==> config.mk <==
export PLATFORM = sky130hd
export DESIGN_NAME = ccd_clkgen
export DESIGN_NICKNAME = d
export VERILOG_FILES = /design/src/rtl/ccdt_pkg.sv /design/src/rtl/ccdt_rst_sync.sv /design/src/rtl/ccdt_line_timer.sv /design/src/rtl/ccdt_phase_seq.sv /design/src/rtl/ccdt_pix_gen.sv /design/src/rtl/ccd_clkgen.sv
export SDC_FILE = /design/constraint.sdc
export NUM_CORES = 1
export LEC_CHECK = 0
export BUFFER_PORTS_ARGS = -buffer_cell sky130_fd_sc_hd__buf_4
export CAP_MARGIN = 40
export CORE_ASPECT_RATIO = 0.7
export CORE_UTILIZATION = 50
export DETAILED_ROUTE_END_ITERATION = 10
export PLACE_DENSITY = 0.82
export SETUP_SLACK_MARGIN = 0.1
export SYNTH_ARGS = -nofsm -noshare
export SYNTH_HDL_FRONTEND = slang
export SYNTH_SLANG_ARGS = --single-unit
==> constraint.sdc <==
create_clock -name clk -period 1.77 [get_ports clk]
set_clock_uncertainty 0.05 [all_clocks]
set_input_delay 0.0885 -clock clk [delete_from_list [all_inputs] [get_ports clk]]
set_output_delay 0.0885 -clock clk [all_outputs]
set_load 0.02 [all_outputs]
==> src/rtl/ccdt_pkg.sv <==
package ccdt_pkg;

  typedef enum logic [2:0] {
    PH_HOLD = 3'd0,
    PH_PRE  = 3'd1,
    PH_XFER = 3'd2,
    PH_POST = 3'd3,
    PH_READ = 3'd4
  } phase_e;

  typedef struct packed {
    logic xfer;
    logic phi1;
    logic phi2;
    logic phi2l;
    logic rgate;
    logic clamp;
    logic lstart;
  } drv_s;

endpackage

==> src/rtl/ccdt_rst_sync.sv <==
module ccdt_rst_sync (
  input  logic clk,
  input  logic rst_n,
  output logic rst_sync_n
);

  logic meta_q;
  logic sync_q;

  always_ff @(posedge clk or negedge rst_n) begin
    if (!rst_n) begin
      meta_q <= 1'b0;
      sync_q <= 1'b0;
    end else begin
      meta_q <= 1'b1;
      sync_q <= meta_q;
    end
  end

  assign rst_sync_n = sync_q;

endmodule

==> src/rtl/ccdt_line_timer.sv <==
module ccdt_line_timer #(
  parameter int LP_W = 24
) (
  input  logic            clk,
  input  logic            rst_n,
  input  logic [LP_W-1:0] period_i,
  input  logic            idle_i,
  output logic            expire_o
);

  localparam logic [LP_W-1:0] CNT_MAX = {LP_W{1'b1}};

  logic [LP_W-1:0] lcnt_q;
  logic [LP_W-1:0] lcnt_d;
  logic [LP_W:0]   lcnt_p1;

  assign lcnt_p1  = {1'b0, lcnt_q} + (LP_W+1)'(1);
  // a line may restart only once the previous readout is finished
  assign expire_o = idle_i && (lcnt_p1 >= {1'b0, period_i});

  always_comb begin
    if (expire_o)
      lcnt_d = '0;
    else if (lcnt_q == CNT_MAX)
      lcnt_d = lcnt_q;
    else
      lcnt_d = lcnt_p1[LP_W-1:0];
  end

  always_ff @(posedge clk or negedge rst_n) begin
    if (!rst_n)
      lcnt_q <= '0;
    else
      lcnt_q <= lcnt_d;
  end

endmodule

==> src/rtl/ccdt_phase_seq.sv <==
module ccdt_phase_seq
  import ccdt_pkg::*;
#(
  parameter int GUARD_TK = 15,
  parameter int XFER_TK  = 75
) (
  input  logic   clk,
  input  logic   rst_n,
  input  logic   expire_i,
  input  logic   mode_i,
  input  logic   read_done_i,
  input  logic   phi1_i,
  output phase_e phase_o,
  output logic   idle_o,
  output logic   run_o,
  output logic   xfer_o,
  output logic   lstart_o,
  output logic   bit_mode_o
);

  localparam int CMAX = (GUARD_TK > XFER_TK) ? GUARD_TK : XFER_TK;
  localparam int CW   = $clog2(CMAX + 1);
  localparam logic [CW-1:0] GUARD_LAST = CW'(GUARD_TK - 1);
  localparam logic [CW-1:0] XFER_LAST  = CW'(XFER_TK - 1);

  phase_e        phase_q, phase_d;
  logic [CW-1:0] cnt_q, cnt_d;
  logic          mode_q, mode_d;
  logic          mode_en;

  always_comb begin
    phase_d = phase_q;
    cnt_d   = cnt_q;
    mode_en = 1'b0;
    unique case (phase_q)
      PH_HOLD: begin
        if (expire_i) begin
          phase_d = PH_PRE;
          cnt_d   = '0;
          mode_en = 1'b1;
        end
      end
      PH_PRE: begin
        if (cnt_q == GUARD_LAST) begin
          phase_d = PH_XFER;
          cnt_d   = '0;
        end else begin
          cnt_d = cnt_q + CW'(1);
        end
      end
      PH_XFER: begin
        if (cnt_q == XFER_LAST) begin
          phase_d = PH_POST;
          cnt_d   = '0;
        end else begin
          cnt_d = cnt_q + CW'(1);
        end
      end
      PH_POST: begin
        if (cnt_q == GUARD_LAST) begin
          phase_d = PH_READ;
          cnt_d   = '0;
        end else begin
          cnt_d = cnt_q + CW'(1);
        end
      end
      PH_READ: begin
        if (read_done_i)
          phase_d = PH_HOLD;
      end
      default: begin
        phase_d = PH_HOLD;
        cnt_d   = '0;
      end
    endcase
  end

  assign mode_d = mode_en ? mode_i : mode_q;

  always_ff @(posedge clk or negedge rst_n) begin
    if (!rst_n) begin
      phase_q <= PH_HOLD;
      cnt_q   <= '0;
      mode_q  <= 1'b0;
    end else begin
      phase_q <= phase_d;
      cnt_q   <= cnt_d;
      mode_q  <= mode_d;
    end
  end

  assign phase_o    = phase_q;
  assign idle_o     = (phase_q == PH_HOLD);
  assign run_o      = (phase_q == PH_READ);
  assign xfer_o     = (phase_q == PH_XFER);
  assign lstart_o   = (phase_q == PH_PRE) && (cnt_q == '0);
  assign bit_mode_o = mode_q;

  // outside readout the pixel generator must park phase 1 high
  a_r3_shift_parked: assert property (@(posedge clk) disable iff (!rst_n)
    (phase_q != PH_READ) |-> phi1_i);

  // captured clamp mode cannot move while a line is in progress
  a_r10_mode_held: assert property (@(posedge clk) disable iff (!rst_n)
    (phase_q != PH_HOLD) |=> $stable(mode_q));

endmodule

==> src/rtl/ccdt_pix_gen.sv <==
module ccdt_pix_gen #(
  parameter int HALF_TK    = 24,
  parameter int NPIX       = 3754,
  parameter int RST_DLY_TK = 1,
  parameter int RST_TK     = 6,
  parameter int CLP_GAP_TK = 1,
  parameter int CLP_TK     = 6
) (
  input  logic clk,
  input  logic rst_n,
  input  logic run_i,
  input  logic bit_mode_i,
  output logic phi1_o,
  output logic rgate_o,
  output logic clamp_o,
  output logic done_o
);

  localparam int HC_W = $clog2(HALF_TK + 1);
  localparam int PX_W = $clog2(NPIX + 1);
  localparam logic [HC_W-1:0] HC_LAST = HC_W'(HALF_TK - 1);
  localparam logic [PX_W-1:0] PX_LAST = PX_W'(NPIX - 1);
  localparam logic [HC_W-1:0] RS_LO   = HC_W'(RST_DLY_TK);
  localparam logic [HC_W-1:0] RS_HI   = HC_W'(RST_DLY_TK + RST_TK);
  localparam logic [HC_W-1:0] CP_LO   = HC_W'(RST_DLY_TK + RST_TK + CLP_GAP_TK);
  localparam logic [HC_W-1:0] CP_HI   = HC_W'(RST_DLY_TK + RST_TK + CLP_GAP_TK + CLP_TK);

  logic [HC_W-1:0] hcnt_q, hcnt_d;
  logic [PX_W-1:0] hidx_q, hidx_d;
  logic            half_end;

  assign half_end = (hcnt_q == HC_LAST);

  always_comb begin
    hcnt_d = hcnt_q;
    hidx_d = hidx_q;
    if (!run_i) begin
      hcnt_d = '0;
      hidx_d = '0;
    end else if (half_end) begin
      hcnt_d = '0;
      hidx_d = (hidx_q == PX_LAST) ? '0 : hidx_q + PX_W'(1);
    end else begin
      hcnt_d = hcnt_q + HC_W'(1);
    end
  end

  always_ff @(posedge clk or negedge rst_n) begin
    if (!rst_n) begin
      hcnt_q <= '0;
      hidx_q <= '0;
    end else begin
      hcnt_q <= hcnt_d;
      hidx_q <= hidx_d;
    end
  end

  // first half-period drives phase 1 low; an even count ends high
  assign phi1_o  = run_i ? hidx_q[0] : 1'b1;
  assign rgate_o = run_i && (hcnt_q >= RS_LO) && (hcnt_q < RS_HI);
  assign clamp_o = run_i && bit_mode_i && (hcnt_q >= CP_LO) && (hcnt_q < CP_HI);
  assign done_o  = run_i && half_end && (hidx_q == PX_LAST);

  // a reset pulse never starts in the tick that moves the phase
  a_r7_reset_after_edge: assert property (@(posedge clk) disable iff (!rst_n)
    $rose(rgate_o) |-> $stable(phi1_o));

endmodule

==> src/rtl/ccd_clkgen.sv <==
module ccd_clkgen
  import ccdt_pkg::*;
#(
  parameter int LP_W       = 24,
  parameter int GUARD_TK   = 15,
  parameter int XFER_TK    = 75,
  parameter int HALF_TK    = 24,
  parameter int NPIX       = 3754,
  parameter int RST_DLY_TK = 1,
  parameter int RST_TK     = 6,
  parameter int CLP_GAP_TK = 1,
  parameter int CLP_TK     = 6
) (
  input  logic            clk,
  input  logic            rst_n,
  input  logic            clamp_mode_i,
  input  logic [LP_W-1:0] line_period_i,
  output logic            xfer_o,
  output logic            phi1_o,
  output logic            phi2_o,
  output logic            phi2l_o,
  output logic            rst_gate_o,
  output logic            clamp_o,
  output logic            line_start_o
);

  logic   rst_sync_n;
  logic   expire;
  logic   idle, run, seq_xfer, seq_lstart, bit_mode;
  logic   pix_phi1, pix_rgate, pix_clamp, pix_done;
  phase_e phase;
  drv_s   drv_d, drv_q;

  ccdt_rst_sync u_rst (
    .clk        (clk),
    .rst_n      (rst_n),
    .rst_sync_n (rst_sync_n)
  );

  ccdt_line_timer #(.LP_W(LP_W)) u_timer (
    .clk      (clk),
    .rst_n    (rst_sync_n),
    .period_i (line_period_i),
    .idle_i   (idle),
    .expire_o (expire)
  );

  ccdt_phase_seq #(.GUARD_TK(GUARD_TK), .XFER_TK(XFER_TK)) u_seq (
    .clk         (clk),
    .rst_n       (rst_sync_n),
    .expire_i    (expire),
    .mode_i      (clamp_mode_i),
    .read_done_i (pix_done),
    .phi1_i      (pix_phi1),
    .phase_o     (phase),
    .idle_o      (idle),
    .run_o       (run),
    .xfer_o      (seq_xfer),
    .lstart_o    (seq_lstart),
    .bit_mode_o  (bit_mode)
  );

  ccdt_pix_gen #(
    .HALF_TK    (HALF_TK),
    .NPIX       (NPIX),
    .RST_DLY_TK (RST_DLY_TK),
    .RST_TK     (RST_TK),
    .CLP_GAP_TK (CLP_GAP_TK),
    .CLP_TK     (CLP_TK)
  ) u_pix (
    .clk        (clk),
    .rst_n      (rst_sync_n),
    .run_i      (run),
    .bit_mode_i (bit_mode),
    .phi1_o     (pix_phi1),
    .rgate_o    (pix_rgate),
    .clamp_o    (pix_clamp),
    .done_o     (pix_done)
  );

  always_comb begin
    drv_d.xfer   = seq_xfer;
    drv_d.phi1   = pix_phi1;
    drv_d.phi2   = ~pix_phi1;
    drv_d.phi2l  = ~pix_phi1;
    drv_d.rgate  = pix_rgate;
    drv_d.clamp  = pix_clamp;
    drv_d.lstart = seq_lstart;
  end

  // single output stage keeps every drive line aligned to the same tick
  always_ff @(posedge clk or negedge rst_sync_n) begin
    if (!rst_sync_n)
      drv_q <= '{xfer: 1'b0, phi1: 1'b1, phi2: 1'b0, phi2l: 1'b0,
                 rgate: 1'b0, clamp: 1'b0, lstart: 1'b0};
    else
      drv_q <= drv_d;
  end

  assign xfer_o       = drv_q.xfer;
  assign phi1_o       = drv_q.phi1;
  assign phi2_o       = drv_q.phi2;
  assign phi2l_o      = drv_q.phi2l;
  assign rst_gate_o   = drv_q.rgate;
  assign clamp_o      = drv_q.clamp;
  assign line_start_o = drv_q.lstart;

  a_r3_frozen_in_xfer: assert property (@(posedge clk) disable iff (!rst_sync_n)
    xfer_o |-> (phi1_o && !phi2l_o && !rst_gate_o && !clamp_o));

  a_r8_reset_clamp_apart: assert property (@(posedge clk) disable iff (!rst_sync_n)
    !(rst_gate_o && clamp_o));

  a_r2_strobe_single: assert property (@(posedge clk) disable iff (!rst_sync_n)
    line_start_o |=> !line_start_o);

  a_r9_line_mode_quiet: assert property (@(posedge clk) disable iff (!rst_sync_n)
    (!bit_mode && phase == PH_READ) |=> !clamp_o);

endmodule

==> run summary, run 1 <==
Hold Path Class: primary input to asynchronous set/reset pin
antenna fix cells: 0
clk sinks: 60
slowest stage delay, CP: 0.48 ns
TritonRoute pass-1 iters: 5
CTS tree: done
Hold Slack: -0.001254 ns
setup ws final: -2.266 ns
Sequential Power Share: 30.9%
P_int: 0.003682 W
drt drc: 0
CP Class: register to register
share of cells above drive strength 1: 46.72%
Die X-Extent: 105.6 µm
fin cells: 693
dpl hpwl: 7.168 mm
First DRT Iteration DRCs: 525
post-synthesis compound-gate area fraction: 14.95%
post-layout minimum cycle time: 4.036 ns
Max H-tree Level: 3
IO buf count: 33
number of buffers created by CTS: 9
Post-Route WL: 15.97 mm
most common library cells after synthesis: dfrtp_1, inv_1, nand2_1
WP data arrival: 4.21 ns
max-slew violations: 0
Placed Cells: 641
sw power: 0.002380 W
clk root buf: clkbuf_8
total of max-cap violations: 0
period utilisation layout: 228.0%
clock latency on the worst-skew pair: 0.36 ns
Mapped Area: 3757 µm²
P_leak: 3.041 nW
Layout area overhead: 57.01%
Critical Path RT: 1.95 ns
final hold vios: 1
CP endpoint kind: register
multiplexer share of the synthesized area: 1.099%
gr usage total: 34.80%
Worst Path Max Fanout: 11
fin util: 80.96%
RSZ-0062 raised after global routing: yes
Async SR Flop Fraction: 100.0%
top_reg_cell synth: dfrtp_1
Post-Synth XOR/XNOR Area: 6.061%
Worst IR Drop VDD: 0.0007468 V
critical path's slowest cell: or3_4
Most common cell on crit path: a21oi_1
Synth Instances: 418
global route total overflow: 0
gpl congestion: 0.8818
vias in the first global route: 4137
wire length per cell: 23.05 µm
slew of the pin with the lowest slew margin: 0.5598 ns
clk buf depth: 2
status: finished with violations
combinational power share: 45.8%
Rows: 26
NumNets Final: 649
Placeable Area: 7287 µm²
register bit total from synthesis: 60
count leader, synth: dfrtp_1
Via Count: 4431
Worst Setup Start Kind: register
Die H: 74.53 µm
io pins: 34
Cell variety after synth: 56
largest net degree at the start of global routing: 59
combinational family with the most area after synthesis: simple AND/OR/NAND/NOR gates
Yosys top cell by area: dfrtp_1
Area contributors post-synth: dfrtp_1, ha_1, inv_1
Worst R2R Path Depth: 14
simple-gate share of the synthesized area: 20.88%
post-synthesis sequential area ratio: 39.99%
die area: 7871 µm²
crit path cell chain: nand4_1 -> or3_4 -> buf_4 -> nor2_2 -> xnor2_2 -> inv_1 -> ha_1 -> a21oi_1 -> o21ai_0 -> a221o_1 -> a211oi_4 -> a31oi_4 -> buf_6 -> a21oi_1
yosys warns: 0
initial antenna violation count: 0
Sw Ratio: 39.27%
Synth top area share: 39.29%
Clk pwr share: 23.4%
Syn Area/Cell: 8.989 µm²
first-pass GRT wire length: 20.56 mm
Adder-Cell Fraction of Synth Area: 10.66%
net count after synthesis: 477
Max-slew headroom: 62.60%
CTS clk-pin slew, worst paths: 0.07 ns
Pwr per Cell Area: 1028 nW/µm²
antenna-violating nets left: 0
setup violators final: 47
Post-synth EDFFs: 0
via/cell ratio: 6.394
failing checks: negative hold slack, negative setup slack
Initial Util: 51.56%
Fmax: 0.2478 GHz
==> worst paths after layout <==
path / startpoint / end / slack, ns
setup reg to reg: u_timer.lcnt_q[8] / u_timer.lcnt_q[23] / -2.27
hold / removal: rst_n / u_rst.rst_sync_n / -0.001
hold reg to reg: u_rst.rst_sync_n / u_timer.lcnt_q[19] / 0.22
min in group clk: u_rst.meta_q / u_rst.rst_sync_n / 0.32
setup / recovery: u_timer.lcnt_q[8] / u_timer.lcnt_q[23] / -2.27
max in group asynchronous: u_rst.rst_sync_n / phi1_o / 1.16
==> area by class of cell <==
type	count	area [µm²]
clock buffers	13	178.9
clock inverters	3	42.54
inverters	51	191.4
multi-input cells	298	2491
well taps	98	122.6
flip-flops and latches	60	1509
repair buffers	170	1364
fillers	380	1388
==> cell families after synthesis <==
group | count (synthesis)
simple gates | 147
other cells | 1
buf+inv | 60
xor+xnor | 26
compound gates | 88
flops | 60
fa+ha+maj | 32
mux | 4
==> metrics by stage <==
stage                     setup TNS [ns]  cell area (µm²)  hold slack, ns  setup slack, ns  total power, W
after global placement            -50.90             4935         -0.1786           -1.617        0.003798
after global routing              -74.74             5899        0.007085           -2.337        0.006262
after detailed placement          -60.52             4935         -0.1749           -1.896        0.003941
after CTS                         -56.87             5527        0.001284           -1.782        0.005419
final                             -70.22             5899       -0.001254           -2.266        0.006062
after floorplan                   -48.91             3844         -0.2571           -1.617        0.002990
==> placed cells by master (no fill, tap or decap), drive strengths merged, types with 3 or more instances in the layout <==
cell / n
buf: 168
dfrtp: 59
inv: 51
nand2: 44
a21oi: 34
ha: 32
nor2: 26
o21ai: 25
nand3: 20
xnor2: 18
and3: 16
clkbuf: 13
xor2: 8
nand2b: 8
a31oi: 6
nor2b: 5
nor3: 5
nand4: 4
nand4b: 4
nor4: 4
mux2i: 3
nor3b: 3
o41ai: 3
o31ai: 3
o22ai: 3
==> critical path: cells and delay by family (launching register included) <==
family | cells | cell delay, ns
fa+ha+maj | 1 | 0.33
simple gates | 3 | 0.83
flops | 1 | 0.42
buf+inv | 3 | 0.45
compound gates | 6 | 1.67
xor+xnor | 1 | 0.15
==> power groups by stage <==
stage               registers (W)  clock network, W  logic (W)
floorplan                 0.00187                 0    0.00112
global placement          0.00181                 0    0.00198
detailed placement        0.00182                 0    0.00212
CTS                       0.00181           0.00137    0.00224
global route              0.00187           0.00147    0.00292
finish                    0.00187           0.00142    0.00277
==> layer usage <==
| layer | track usage [%] | part of all wire (%) | vias to the layer above |
|---|---|---|---|
| met5 | 0 | 0 | - |
| met4 | 23.30 | 8.2 | 0 |
| met3 | 10.25 | 11 | 147 |
| met2 | 59.21 | 45 | 436 |
| met1 | 39.17 | 35 | 2065 |
| li1 | - | - | 1783 |
==> sequential cells by signal (all words and copies together) (netlist names) <==
signal,flops
u_rst.rst_sync_n,1
u_timer.lcnt_q,24
xfer_o,1
clamp_o,1
u_seq.bit_mode_o,1
rst_gate_o,1
u_pix.hcnt_q,5
line_start_o,1
u_pix.hidx_q,12
u_seq.cnt_q,7
u_rst.meta_q,1
phi1_o,1
u_seq.phase_o,3
phi2l_o,1
==> repair_timing <==
item / in CTS / in global routing
hold buffers: 2 / 0
endpoints found under the setup margin: 47 / 52
gates resized for setup: 59 / 51
endpoints found under the hold margin: 3 / 0
setup buffers: 15 / 20
pin swaps: 37 / 33
No activity file was read; power rests on OpenSTA's default activity.
==> run 2, diff against run 1 <==
Settings changed: SETUP_SLACK_MARGIN 0.1 to 0.2.
==> run summary, run 2 (same netlist as run 1, synthesis figures left out) <==
crit path cell chain: nand4_1 -> or3_4 -> buf_4 -> nor2_2 -> xnor2_1 -> inv_1 -> ha_1 -> a21oi_2 -> o21ai_2 -> a221o_1 -> a211oi_4 -> nand3_2 -> o311a_1
first-pass GRT wire length: 20.57 mm (about the same)
via/cell ratio: 6.233 (-2.5%)
filler instances: 388 (+2.1%)
clk root buf: clkbuf_8
dpl hpwl: 7.454 mm (+4.0%)
footprint of the multi-input gates: 2447 µm² (-1.8%)
setup ws final: -1.980 ns (+0.2860 ns)
failing checks: negative setup slack
Via Count: 4332 (-2.2%)
Worst IR Drop VDD: 0.0006798 V (-9.0%)
setup violators final: 46 (-2.1%)
First DRT Iteration DRCs: 456 (-13%)
fin cells: 695 (+0.29%)
TritonRoute pass-1 iters: 5 (unchanged)
CTS clk-pin slew, worst paths: 0.09 ns (+0.02 ns)
clk buf depth: 2 (unchanged)
antenna fix cells: 0 (unchanged)
Post-Route WL: 15.44 mm (-3.4%)
CP endpoint kind: register
Fmax: 0.2667 GHz (+7.6%)
Die H: 74.53 µm (unchanged)
Layout area overhead: 56.74%
gr usage total: 34.82% (about the same)
Top reg by flops: u_timer.lcnt_q
slowest stage delay, CP: 0.47 ns (about the same)
Placeable Area: 7287 µm² (unchanged)
Rows: 26 (unchanged)
max-slew violations: 0 (unchanged)
period utilisation layout: 211.9% (-16 points)
total of max-cap violations: 0 (unchanged)
max reg flops: 24 (unchanged)
vias in the first global route: 4028 (-2.6%)
gpl congestion: 0.8732 (-0.98%)
final hold vios: 0 (-1)
wire length per cell: 22.21 µm (-3.6%)
Critical Path RT: 1.97 ns (+0.02 ns)
fin util: 80.82% (-0.14 points)
global route total overflow: 0 (unchanged)
number of buffers created by CTS: 9 (unchanged)
CTS tree: done
share of cells above drive strength 1: 44.89% (-1.8 points)
Pwr Total: 0.005861 W (-3.3%)
NumNets Final: 651 (+0.31%)
most common cell after layout, fill and taps aside: buf_4
io pins: 34 (unchanged)
Pwr per Cell Area: 995.2 nW/µm² (-3.1%)
Worst Path Max Fanout: 4 (-7)
Die X-Extent: 105.6 µm (unchanged)
largest registers: u_timer.lcnt_q x24, u_pix.hidx_q x12, u_seq.cnt_q x7
P_leak: 3.056 nW (+0.50%)
Storage cell area: 1508 µm² (about the same)
largest net degree at the start of global routing: 26 (-56%)
Hold Path Class: register to asynchronous set/reset pin
Max H-tree Level: 3 (unchanged)
post-layout minimum cycle time: 3.750 ns (-0.2860 ns)
drt drc: 0 (unchanged)
initial antenna violation count: 0 (unchanged)
critical path's slowest cell: or3_4
antenna-violating nets left: 0 (unchanged)
Placed Cells: 634 (-1.1%)
clk sinks: 60 (unchanged)
clock latency on the worst-skew pair: 0.37 ns (about the same)
die area: 7871 µm² (unchanged)
CP Class: register to register
RSZ-0062 raised after global routing: yes
most frequent cells in the layout: buf_4, dfrtp_1, inv_1
IO buf count: 33 (unchanged)
WP data arrival: 3.95 ns (-0.26 ns)
status: finished with violations
Initial Util: 51.56% (unchanged)
Worst Setup Start Kind: register
## run 2: cell count changes in the layout (fill, tap and decap cells not counted), moves of 3 or more
cell	delta
a21oi_1	+4
a21oi_2	-4
nor2_4	+4
o21ai_0	-4
clkbuf_8	-3
nor2_2	-3
## run 2: critical path, delay by kind of cell, from the launching register on
kind / cells / cell delay [ns]
DFF: 1 / 0.38
and+or+nand+nor: 4 / 0.99
buffers and inverters: 2 / 0.25
adders and majority gates: 1 / 0.32
xor gates and xnor gates: 1 / 0.15
AOI/OAI and AO/OA: 5 / 1.50
## run 2: area by class of cell
cell class | instances | area share (%)
multi-input combinational | 298 | 41.56
sequential | 60 | 25.60
timing repair buffer | 172 | 23.71
inverter | 51 | 3.250
clock buffer | 10 | 2.337
tap | 98 | 2.082
clock inverter | 6 | 1.466
## run 2: routing by layer
layer,GRT usage (%),share of wire [%]
met4,16.98,6.4
met3,8.501,10
met1,42.27,38
met5,0,0
met2,59.65,45
## run 2: metrics by stage
stage | hold slack, ns | TNS [ns] | cell area [µm²] | setup WS [ns]
final | 0.08624 | -65.01 | 5889 | -1.980
after CTS | 0.1090 | -56.56 | 5553 | -1.779
after global placement | -0.1768 | -52.42 | 4908 | -1.669
after floorplan | -0.2571 | -48.91 | 3874 | -1.617
after global routing | 0.1186 | -70.43 | 5889 | -2.090
after detailed placement | -0.1765 | -58.29 | 4908 | -1.838
## run 2: power by group
group          switching [W]  internal, W  total, W
Combinational        0.00130      0.00114   0.00244
Sequential          0.000294      0.00160   0.00189
Clock               0.000696     0.000833   0.00153
## run 2: final timing paths
kind                                   startpoint          endpoint  slack [ns]  cells past startpoint
worst max-delay path            u_timer.lcnt_q[8]  u_seq.phase_o[0]       -1.98                     13
worst min-delay path             u_rst.rst_sync_n   u_pix.hidx_q[6]        0.09                      0
worst max register to register  u_timer.lcnt_q[8]  u_seq.phase_o[0]       -1.98                     13
worst min register to register   u_rst.rst_sync_n   u_pix.hidx_q[6]        0.09                      0
max in group asynchronous        u_rst.rst_sync_n            phi1_o        0.99                      1
min in group clk                     u_rst.meta_q  u_rst.rst_sync_n        0.31                      0
## run 2: what timing repair did
action                     4_1_cts  5_1_grt
pin swaps                       38       35
setup buffers                   26       15
hold endpoints to repair         3        0
setup endpoints to repair       49       52
gates cloned                     0        1
hold buffers                     3        0
resized for setup               50       49
==> run 3, diff against run 2 <==
Settings changed: RECOVER_POWER from default to 100.
==> run summary, run 3 (same netlist as run 1, synthesis figures left out) <==
antenna-violating nets left: 0 (unchanged)
filler instances: 394 (+1.5%)
dpl cell area: 4908 µm² (unchanged)
Clk pwr share: 26.0% (about the same)
clk sinks: 60 (unchanged)
WP data arrival: 3.93 ns (-0.02 ns)
setup ws final: -1.964 ns (+0.01593 ns)
clk root buf: clkbuf_8
wire length per cell: 22.23 µm (+0.11%)
setup violators final: 46 (unchanged)
Worst IR Drop VDD: 0.0006767 V (-0.46%)
CP Class: register to register
die area: 7871 µm² (unchanged)
vias in the first global route: 4028 (unchanged)
via/cell ratio: 6.302 (+1.1%)
antenna fix cells: 0 (unchanged)
Pwr per Cell Area: 996.3 nW/µm² (+0.11%)
max-slew violations: 0 (unchanged)
TritonRoute pass-1 iters: 6 (+1)
failing checks: negative setup slack
Worst Setup Start Kind: register
P_leak: 3.044 nW (-0.38%)
largest net degree at the start of global routing: 26 (unchanged)
Placeable Area: 7287 µm² (unchanged)
dpl hpwl: 7.454 mm (unchanged)
initial antenna violation count: 0 (unchanged)
Fmax: 0.2678 GHz (+0.43%)
critical path's slowest cell: or3_4
combinational power share: 41.7% (about the same)
Die H: 74.53 µm (unchanged)
First DRT Iteration DRCs: 484 (+6.1%)
Critical Path RT: 1.96 ns (about the same)
crit path cell chain: nand4_1 -> or3_4 -> buf_4 -> nor2_2 -> xnor2_1 -> inv_1 -> ha_1 -> a21oi_2 -> o21ai_2 -> a221o_1 -> a211oi_4 -> nand3_2 -> o311a_1
CP endpoint kind: register
sw power: 0.002274 W (-0.51%)
number of buffers created by CTS: 9 (unchanged)
Post-Route WL: 15.45 mm (+0.11%)
most common cell after layout, fill and taps aside: buf_4
P_int: 0.003570 W (-0.15%)
clock latency on the worst-skew pair: 0.37 ns (about the same)
share of cells above drive strength 1: 44.39% (-0.50 points)
post-layout minimum cycle time: 3.734 ns (-0.01593 ns)
Top reg by flops: u_timer.lcnt_q
CTS clk-pin slew, worst paths: 0.09 ns (about the same)
slowest stage delay, CP: 0.47 ns (about the same)
final hold vios: 0 (unchanged)
total of max-cap violations: 0 (unchanged)
Worst Path Max Fanout: 4 (unchanged)
Sw Ratio: 38.90% (-0.086 points)
Fin Setup TNS: -65.33 ns (-0.3170 ns)
RSZ-0062 raised after global routing: yes
clk buf depth: 2 (unchanged)
largest registers: u_timer.lcnt_q x24, u_pix.hidx_q x12, u_seq.cnt_q x7
slew of the pin with the lowest slew margin: 0.9296 ns
NumNets Final: 651 (unchanged)
gpl congestion: 0.8732 (unchanged)
Die X-Extent: 105.6 µm (unchanged)
global route total overflow: 0 (unchanged)
Pwr Total: 0.005844 W (-0.29%)
Final Cell Area: 5866 µm² (-0.40%)
gr usage total: 34.82% (unchanged)
Sequential Power Share: 32.4% (about the same)
max reg flops: 24 (unchanged)
Max H-tree Level: 3 (unchanged)
Rows: 26 (unchanged)
status: finished with violations
io pins: 34 (unchanged)
IO buf count: 33 (unchanged)
Hold Path Class: register to asynchronous set/reset pin
Layout area overhead: 56.11%
first-pass GRT wire length: 20.57 mm (unchanged)
period utilisation layout: 211.0% (-0.90 points)
Initial Util: 51.56% (unchanged)
drt drc: 0 (unchanged)
Via Count: 4380 (+1.1%)
CTS tree: done
most frequent cells in the layout: buf_4, dfrtp_1, inv_1
Max-slew headroom: 38.03%
[run 3: cell count changes in the layout (fill, tap and decap cells not counted)]
cell / previous run / this run
buf_4: 151 / 148
dfrtp_2: 4 / 3
clkbuf_2: 0 / 1
clkbuf_1: 0 / 2
buf_12: 1 / 0
dfrtp_1: 55 / 56
clkbuf_4: 0 / 1
[run 3: power groups by stage]
stage	Sequential (W)	Clock, W	Combinational [W]
2_1_floorplan	0.00187	0	0.00112
3_5_place_dp	0.00184	0	0.00205
3_3_place_gp	0.00182	0	0.00192
6_report	0.00189	0.00152	0.00243
4_1_cts	0.00184	0.00143	0.00218
5_1_grt	0.00191	0.00157	0.00258
[run 3: routing by layer]
layer	global-route usage [%]	routed length, µm
met2	59.65	6984
met5	0	0
met4	16.98	959
met1	42.27	5924
met3	8.501	1585
[run 3: area by class of cell]
class                      count  area, µm²  share of cell area (%)
multi-input combinational    298       2447                   41.72
clock inverter                 6      86.33                   1.472
inverter                      51      191.4                   3.264
clock buffer                  10      137.6                   2.346
timing repair buffer         172       1374                   23.42
sequential                    60       1506                   25.68
tap                           98      122.6                   2.090
[run 3: repair_timing]
item | 4_1_cts | 5_1_grt
hold buffers | 3 | 0
endpoints found under the hold margin | 3 | 0
pin swaps | 38 | 35
gates cloned | 0 | 1
endpoints found under the setup margin | 49 | 52
resized for setup | 50 | 49
buffers inserted | 26 | 15
[run 3: metrics by stage]
step	hold slack, ns	worst slack (ns)	std cells	utilization (%)
3_5_place_dp	-0.1765	-1.838	634	67.36
2_1_floorplan	-0.2571	-1.617	418	-
3_3_place_gp	-0.1768	-1.669	634	67.36
4_1_cts	0.1090	-1.779	679	76.20
5_1_grt	0.1830	-2.090	695	80.49
6_report	0.1303	-1.964	695	80.49
[run 3: final timing paths]
check                             startpoint               end  slack [ns]  cells after the start
max                        u_timer.lcnt_q[8]  u_seq.phase_o[0]       -1.96                     13
min                         u_rst.rst_sync_n   u_pix.hidx_q[6]        0.13                      0
max reg2reg                u_timer.lcnt_q[8]  u_seq.phase_o[0]       -1.96                     13
min reg2reg                 u_rst.rst_sync_n   u_pix.hidx_q[6]        0.13                      0
max in group asynchronous   u_rst.rst_sync_n  u_seq.phase_o[1]        0.29                      1
min in group clk                u_rst.meta_q  u_rst.rst_sync_n        0.31                      0
[run 3: worst max-delay path, delay by kind of cell (launching register included)]
kind	cells	cell delay, ns
flops	1	0.38
fa+ha+maj	1	0.32
xor+xnor	1	0.15
buf+inv	2	0.25
compound gates	5	1.48
simple gates	4	0.99
